## config.mk

```make
export PLATFORM = sky130hd
export DESIGN_NAME = eagen_top
export DESIGN_NICKNAME = d
export VERILOG_FILES = /design/src/rtl/eagen_pkg.sv /design/src/rtl/eagen_decode.sv /design/src/rtl/eagen_sum.sv /design/src/rtl/eagen_limit.sv /design/src/rtl/eagen_top.sv
export SDC_FILE = /design/constraint.sdc
export NUM_CORES = 1
export LEC_CHECK = 0
export BUFFER_PORTS_ARGS = -buffer_cell sky130_fd_sc_hd__clkbuf_2
export CORE_MARGIN = 8
export CORE_UTILIZATION = 30
export DETAILED_ROUTE_END_ITERATION = 8
export SYNTH_ARGS = -nofsm -noshare
export SYNTH_HDL_FRONTEND = slang
export SYNTH_SLANG_ARGS = --single-unit
```

## constraint.sdc

```tcl
create_clock -name clk -period 10.9 [get_ports clk]
set_input_delay 1.09 -clock clk [delete_from_list [all_inputs] [get_ports clk]]
set_output_delay 1.09 -clock clk [all_outputs]
set_load 0.02 [all_outputs]
```

## src/rtl/eagen_pkg.sv

```systemverilog
package eagen_pkg;

    localparam int REG_NUM_W = 4;
    localparam int SEL_W     = 5;
    localparam int SEL_NONE  = 16;

    typedef enum logic [1:0] {
        ASZ_16  = 2'd0,
        ASZ_32  = 2'd1,
        ASZ_64  = 2'd2,
        ASZ_BAD = 2'd3
    } asz_e;

    typedef enum logic {
        ST_IDLE = 1'b0,
        ST_SHOW = 1'b1
    } ctl_st_e;

    typedef struct packed {
        logic             reg_form;
        logic             base_use;
        logic             base_is_ip;
        logic             idx_use;
        logic [1:0]       scale;
        logic             hi_reg;
        logic [SEL_W-1:0] seg_sel;
    } dec_t;

endpackage

```

## src/rtl/eagen_decode.sv

```systemverilog
module eagen_decode
    import eagen_pkg::*;
(
    input  logic [1:0]           am_mod,
    input  logic [2:0]           am_rm,
    input  logic [7:0]           sib,
    input  logic                 rex_b,
    input  logic                 rex_x,
    output dec_t                 dec,
    output logic [REG_NUM_W-1:0] base_num,
    output logic [REG_NUM_W-1:0] idx_num
);

    always_comb begin
        dec         = '0;
        dec.seg_sel = SEL_W'(SEL_NONE);
        base_num    = {rex_b, am_rm};
        idx_num     = {rex_x, sib[5:3]};
        if (am_mod == 2'd3) begin
            dec.reg_form = 1'b1;
            dec.base_use = 1'b1;
            dec.seg_sel  = {1'b0, base_num};
            dec.hi_reg   = base_num[3];
        end else if (am_rm == 3'd4) begin
            dec.scale   = sib[7:6];
            dec.idx_use = (idx_num != 4'd4);
            if (!(am_mod == 2'd0 && sib[2:0] == 3'd5)) begin
                base_num     = {rex_b, sib[2:0]};
                dec.base_use = 1'b1;
                dec.seg_sel  = {1'b0, base_num};
            end
            dec.hi_reg = (dec.idx_use & idx_num[3]) | (dec.base_use & base_num[3]);
        end else if (am_mod == 2'd0 && am_rm == 3'd5) begin
            dec.base_is_ip = 1'b1;
        end else begin
            dec.base_use = 1'b1;
            dec.seg_sel  = {1'b0, base_num};
            dec.hi_reg   = base_num[3];
        end
    end

endmodule

```

## src/rtl/eagen_sum.sv

```systemverilog
module eagen_sum
    import eagen_pkg::*;
#(
    parameter int AW    = 64,
    parameter int LEN_W = 4
) (
    input  dec_t             dec,
    input  logic [AW-1:0]    base_val,
    input  logic [AW-1:0]    idx_val,
    input  logic [AW-1:0]    disp,
    input  logic [AW-1:0]    ip,
    input  logic [LEN_W-1:0] insn_len,
    input  logic             long_mode,
    input  asz_e             asz,
    output logic [AW-1:0]    ea_raw
);

    localparam logic [AW-1:0] MASK16 = AW'({16{1'b1}});
    localparam logic [AW-1:0] MASK32 = AW'({32{1'b1}});

    logic [AW-1:0] base_term;
    logic [AW-1:0] idx_term;
    logic [AW-1:0] disp_term;
    logic [AW-1:0] total;

    always_comb begin
        if (dec.base_use)
            base_term = base_val;
        else if (dec.base_is_ip && long_mode)
            base_term = ip + AW'(insn_len);
        else
            base_term = '0;
        idx_term  = dec.idx_use ? (idx_val << dec.scale) : '0;
        disp_term = dec.reg_form ? '0 : disp;
        total     = base_term + idx_term + disp_term;
        unique case (asz)
            ASZ_16:  ea_raw = total & MASK16;
            ASZ_32:  ea_raw = total & MASK32;
            default: ea_raw = total;
        endcase
    end

endmodule

```

## src/rtl/eagen_limit.sv

```systemverilog
module eagen_limit #(
    parameter int AW      = 64,
    parameter int LIM_W   = 20,
    parameter int GRAN_SH = 12
) (
    input  logic [AW-1:0]    ea_raw,
    input  logic [LIM_W-1:0] seg_limit,
    input  logic             seg_gran,
    output logic             over
);

    localparam int EFF_W = LIM_W + GRAN_SH;

    logic [EFF_W-1:0] eff_lim;

    always_comb begin
        eff_lim = seg_gran ? {seg_limit, {GRAN_SH{1'b1}}}
                           : {{GRAN_SH{1'b0}}, seg_limit};
        over    = (ea_raw > AW'(eff_lim));
    end

endmodule

```

## src/rtl/eagen_top.sv

```systemverilog
module eagen_top
    import eagen_pkg::*;
#(
    parameter int AW      = 64,
    parameter int LEN_W   = 4,
    parameter int LIM_W   = 20,
    parameter int GRAN_SH = 12
) (
    input  logic                 clk,
    input  logic                 rst,
    input  logic                 in_valid,
    input  logic [1:0]           am_mod,
    input  logic [2:0]           am_rm,
    input  logic [7:0]           sib,
    input  logic                 rex_b,
    input  logic                 rex_x,
    input  logic [1:0]           addr_size,
    input  logic                 long_mode,
    input  logic [AW-1:0]        disp,
    input  logic [LEN_W-1:0]     insn_len,
    input  logic [AW-1:0]        ip,
    input  logic [LIM_W-1:0]     seg_limit,
    input  logic                 seg_gran,
    output logic [REG_NUM_W-1:0] rf_base_num,
    input  logic [AW-1:0]        rf_base_val,
    output logic [REG_NUM_W-1:0] rf_index_num,
    input  logic [AW-1:0]        rf_index_val,
    output logic                 out_valid,
    output logic [AW-1:0]        ea,
    output logic [SEL_W-1:0]     seg_sel,
    output logic                 ea_err
);

    dec_t          dec;
    asz_e          asz;
    logic [AW-1:0] ea_raw;
    logic          over;
    logic          err_c;
    ctl_st_e       st_q;
    ctl_st_e       st_d;

    assign asz = asz_e'(addr_size);

    eagen_decode u_decode (
        .am_mod   (am_mod),
        .am_rm    (am_rm),
        .sib      (sib),
        .rex_b    (rex_b),
        .rex_x    (rex_x),
        .dec      (dec),
        .base_num (rf_base_num),
        .idx_num  (rf_index_num)
    );

    eagen_sum #(.AW(AW), .LEN_W(LEN_W)) u_sum (
        .dec       (dec),
        .base_val  (rf_base_val),
        .idx_val   (rf_index_val),
        .disp      (disp),
        .ip        (ip),
        .insn_len  (insn_len),
        .long_mode (long_mode),
        .asz       (asz),
        .ea_raw    (ea_raw)
    );

    eagen_limit #(.AW(AW), .LIM_W(LIM_W), .GRAN_SH(GRAN_SH)) u_limit (
        .ea_raw    (ea_raw),
        .seg_limit (seg_limit),
        .seg_gran  (seg_gran),
        .over      (over)
    );

    always_comb begin
        err_c = (asz == ASZ_BAD)
              | (!long_mode && asz == ASZ_64)
              | (!dec.reg_form && asz == ASZ_16)
              | (!long_mode && dec.hi_reg)
              | (!long_mode && over);
    end

    // Next-state logic: T_ACCEPT, T_CHAIN, T_RETIRE
    always_comb begin
        unique case (st_q)
            ST_IDLE: st_d = in_valid ? ST_SHOW : ST_IDLE;
            ST_SHOW: st_d = in_valid ? ST_SHOW : ST_IDLE;
            default: st_d = ST_IDLE;
        endcase
    end

    always_ff @(posedge clk) begin
        if (rst) st_q <= ST_IDLE;
        else     st_q <= st_d;
    end

    always_ff @(posedge clk) begin
        if (rst) begin
            ea      <= '0;
            ea_err  <= 1'b0;
            seg_sel <= SEL_W'(SEL_NONE);
        end else if (in_valid) begin
            ea      <= err_c ? '0 : ea_raw;
            ea_err  <= err_c;
            seg_sel <= dec.seg_sel;
        end
    end

    always_comb out_valid = (st_q == ST_SHOW);

    p_valid_follows_r1: assert property (@(posedge clk) disable iff (rst)
        out_valid |-> $past(in_valid));

    p_reg_seg_r2: assert property (@(posedge clk) disable iff (rst)
        $past(in_valid && am_mod == 2'd3) |-> seg_sel == {1'b0, $past(rex_b), $past(am_rm)});

    p_ip_rel_seg_r4: assert property (@(posedge clk) disable iff (rst)
        $past(in_valid && am_mod == 2'd0 && am_rm == 3'd5) |-> seg_sel == SEL_W'(SEL_NONE));

    p_addr32_upper_r8: assert property (@(posedge clk) disable iff (rst)
        $past(in_valid && addr_size == 2'd1) |-> ea[AW-1:32] == '0);

    p_hireg_err_r9: assert property (@(posedge clk) disable iff (rst)
        $past(in_valid && !long_mode && dec.hi_reg) |-> ea_err);

    p_err_blanks_r11: assert property (@(posedge clk) disable iff (rst)
        (out_valid && ea_err) |-> ea == '0);

endmodule

```

==> flow_summary.ini <==
[detailed_routing]
drc = 0
drt_wl_total_mm = 58.8
drt_iter0_drc = 1042
drtPass1Iterations = 7
ant_nets = 0
avgViaCountPerCell = 5.44
route.detailed.wl_per_inst_um = 22.1
total_number_of_vias = 14447

[global_route]
first_global_vias = 14631
global_route_wire_length_before_repair_mm = 89.4
grt_util_overall = 0.214
number_of_antenna_violations_at_the_first_check_in_global_routing = 4
pin_count_of_the_biggest_net_entering_global_routing = 67
gr-total-overflow = 0

[clock_tree]
cts-htree-levels = 3
worst_skew_pair.late_latency_ns = 0.34
clk_pin_slew_ns = 0.06
cts.root.buffer_cell = sky130_fd_sc_hd__clkbuf_16
cts_setup_buffers = 0
cts_buffer_depth = 2
cts-hold-fix-buffers = 0
cts_tree = built
cts_sinks = 71
cts-resized-gates = 0
tritoncts.num_buffers = 9

[critical_path]
setup.reg_to_reg.worst_slack_ns = 10.06
endpoint_kind = flip-flop
capturing_point_of_the_worst_reg2reg_path = seg_sel[4]$_SDFFE_PP1P_
critPathKind = primary input to flip-flop
ff2ff_path_depth = 3
crit_path_max_fanout = 31
critical_path_arrival_ns = 9.32
crit_path_start = insn_len[2]
critPathLaunchType = primary input
regToRegStartpoint = seg_sel[4]$_SDFFE_PP1P_
required_arrival_time_at_the_worst_endpoint_ns = 11.18

[outcome]
outcome = complete, no violations

[die]
design.core.area_um2 = 45100
die_height_um = 229
ioPinCount = 381
placement_rows = 78
initial_core_util = 0.302
die_x_um = 229
die_area_um2 = 52500

[timing]
fmax_ghz = 0.111
slew-limit-headroom = 0.0931
finalSetupViolations = 0
final.setup_skew_ns = 0
timing_worst_slew_pin_value_ns = 1.36
finalSetupTns_ns = 0
finalHoldViolCount = 0
timing.final.max_slew_violations = 0
worst_hold_slack_ns = 0.465
final.period_utilization = 0.829
finalCriticalPeriod_ns = 9.04
rsz0062_at_grt = false
timing.final.ws_setup_ns = 1.86

[layout]
syn_to_final_growth_pct = 18.2
drive_gt1_frac = 0.260
antennaDiodeCount = 0
final_cells = 2655
most_common_cell_after_layout_fill_and_taps_aside = sky130_fd_sc_hd__clkbuf_2
nNetsFinal = 2517
highest_count_cells_in_the_layout_ignoring_fill_and_taps = sky130_fd_sc_hd__clkbuf_2 (379), sky130_fd_sc_hd__nand2_1 (262), sky130_fd_sc_hd__nor2_1 (141), sky130_fd_sc_hd__inv_1 (138), sky130_fd_sc_hd__a21oi_1 (123)
finish.utilization = 0.357
stdcell_area_um2 = 16100

[power]
total_leakage_power_nw = 7.63
switching_share = 0.485
power.combinational.fraction = 0.648
vdd.ir_drop.worst_v = 0.0000710
switching_power_mw = 0.749
pwr-share-clk = 0.171
powerDensity_nw_per_um2 = 96.1
power.total_mw = 1.55
seq_power_share = 0.181
power.internal_mw = 0.797

[synthesis]
yosys.cell_types.count = 96
syn_area_um2 = 13600
synth-seq-area-share = 0.104
postSynthAreaPerCell_um2 = 7.72
synth_nets = 2229
postSynthRegisterBits = 71
synth_edf_count = 0
async_flop_share = 0
ys_dominant_reg_cell = sky130_fd_sc_hd__dfxtp_1
yosys_warnings = 0
synth_cells = 1764

[place]
post-place-ws_ns = 1.71
port-buffer-count = 380
post_dp_area_um2 = 15800
gp_weighted_congestion = 0.984
post-place-cells = 2641
detailed_place_hpwl_mm = 51.3

[min_path]
source_of_the_worst_hold_timing_path = ea[16]$_SDFFE_PP0P_
hold_depth = 1
hp-class = flip-flop to flip-flop
hold_end = ea[16]$_SDFFE_PP0P_

[run]
max-cap-violations = 0
-- cell usage after synthesis, types with 4 or more instances --
master                     number  area share
sky130_fd_sc_hd__a311oi_1       4      0.0026
sky130_fd_sc_hd__and2_1        17      0.0078
sky130_fd_sc_hd__nor4_1         8      0.0037
sky130_fd_sc_hd__a211oi_1      11      0.0061
sky130_fd_sc_hd__a21boi_1       7      0.0039
sky130_fd_sc_hd__o211ai_1      10      0.0055
sky130_fd_sc_hd__a22o_1         9      0.0058
sky130_fd_sc_hd__inv_1        138       0.038
sky130_fd_sc_hd__buf_4         12      0.0066
sky130_fd_sc_hd__and4_1         5      0.0032
sky130_fd_sc_hd__o21bai_1       9      0.0050
sky130_fd_sc_hd__a211o_1        4      0.0026
sky130_fd_sc_hd__nand2b_1      18      0.0083
sky130_fd_sc_hd__or3_1          6      0.0028
sky130_fd_sc_hd__a21o_1        19       0.010
sky130_fd_sc_hd__buf_1          6      0.0017
sky130_fd_sc_hd__xor2_1        47       0.030
sky130_fd_sc_hd__nor3_1        14      0.0051
sky130_fd_sc_hd__nor2_1       142       0.039
sky130_fd_sc_hd__o21ai_0       53       0.019
sky130_fd_sc_hd__o31ai_1        8      0.0044
sky130_fd_sc_hd__clkbuf_1      64       0.018
sky130_fd_sc_hd__and3_1        23       0.011
sky130_fd_sc_hd__o21ai_1        9      0.0033
sky130_fd_sc_hd__buf_2         24      0.0088
sky130_fd_sc_hd__dfxtp_1       71        0.10
sky130_fd_sc_hd__or2_2          6      0.0028
sky130_fd_sc_hd__a32o_2        30       0.025
sky130_fd_sc_hd__fa_1          65       0.096
sky130_fd_sc_hd__mux2i_1       16       0.012
sky130_fd_sc_hd__mux4_2        54       0.089
sky130_fd_sc_hd__a21boi_0       6      0.0033
sky130_fd_sc_hd__ha_1          98       0.090
sky130_fd_sc_hd__nand4_1       57       0.026
sky130_fd_sc_hd__nor2b_1       25       0.011
sky130_fd_sc_hd__a31oi_1        7      0.0032
sky130_fd_sc_hd__buf_6          6      0.0050
sky130_fd_sc_hd__a22oi_1       54       0.030
sky130_fd_sc_hd__nand3_1       54       0.020
sky130_fd_sc_hd__o21a_1         9      0.0050
sky130_fd_sc_hd__a21oi_1      123       0.045
sky130_fd_sc_hd__nand2_1      264       0.073
sky130_fd_sc_hd__xnor2_1       73       0.047
-- per-layer routing --
| metal | wire, µm | global-route usage |
|---|---|---|
| met3 | 3790 | 0.0341 |
| met5 | 41 | 0 |
| met1 | 27700 | 0.303 |
| met4 | 1290 | 0.0550 |
| met2 | 26000 | 0.335 |
-- worst max-delay path by stage --
stage,end,slack (ns),depth (start not counted)
after global routing,ea[7]$_SDFFE_PP0P_,1.28,31
after CTS,ea[17]$_SDFFE_PP0P_,2.04,29
after global placement,ea[6]$_SDFFE_PP0P_,1.90,31
final,ea[15]$_SDFFE_PP0P_,1.86,28
after floorplan,ea[17]$_SDFFE_PP0P_,3.47,32
after detailed placement,ea[15]$_SDFFE_PP0P_,1.71,29
-- final cells by class --
cell class	instances	area, µm²
clock inverters	5	27.5
inverters	138	518
well taps	600	751
repair buffers	391	1990
multi-input cells	1441	11200
flip-flops and latches	71	1420
clock buffers	9	225
fillers	4881	29000
-- power by group through the flow --
stage	logic [mW]	clock network [mW]	registers, mW
2_1_floorplan	0.659	0	0.299
3_3_place_gp	0.975	0	0.285
3_5_place_dp	0.986	0	0.286
4_1_cts	0.991	0.270	0.280
5_1_grt	1.10	0.282	0.281
6_report	1.00	0.264	0.280
-- logic make-up (layout without fill, tap and decap cells) --
kind of cell	count (synthesis)	in the layout	share of synthesized area
and+or+nand+nor	664	664	0.234
AOI/OAI and AO/OA	420	420	0.216
buffers and inverters	252	543	0.0784
adders and majority gates	164	164	0.186
xor gates and xnor gates	120	120	0.0772
muxes	73	73	0.104
DFF	71	71	0.104
-- state kept, by name, indices dropped and copies added, names as in the netlist --
signal     flops
seg_sel        5
ea_err         1
ea            64
out_valid      1
-- critical path: stages --
cell	delay, ns
sky130_fd_sc_hd__clkbuf_2	0.08
sky130_fd_sc_hd__ha_1	0.34
sky130_fd_sc_hd__o21ai_0	0.10
sky130_fd_sc_hd__o21ai_0	0.78
sky130_fd_sc_hd__nand2_1	0.15
sky130_fd_sc_hd__xor2_1	0.17
sky130_fd_sc_hd__o21ai_0	0.42
sky130_fd_sc_hd__fa_1	0.54
sky130_fd_sc_hd__ha_1	0.43
sky130_fd_sc_hd__a211o_1	0.16
sky130_fd_sc_hd__a31o_2	0.14
sky130_fd_sc_hd__nand2_1	0.11
sky130_fd_sc_hd__o31ai_1	0.62
sky130_fd_sc_hd__a21oi_1	0.21
sky130_fd_sc_hd__o21ai_0	0.26
sky130_fd_sc_hd__xnor2_1	0.16
sky130_fd_sc_hd__nor2_1	0.10
sky130_fd_sc_hd__ha_1	0.41
sky130_fd_sc_hd__a211oi_1	0.31
sky130_fd_sc_hd__nand3_1	0.13
sky130_fd_sc_hd__a221oi_1	0.29
sky130_fd_sc_hd__o211ai_1	0.14
sky130_fd_sc_hd__a2bb2oi_1	0.19
sky130_fd_sc_hd__nand4_1	0.12
sky130_fd_sc_hd__nor3_2	0.24
sky130_fd_sc_hd__nand4b_4	0.15
sky130_fd_sc_hd__o31ai_4	1.12
sky130_fd_sc_hd__a32o_2	0.33
(Power assumes the default switching activity.)
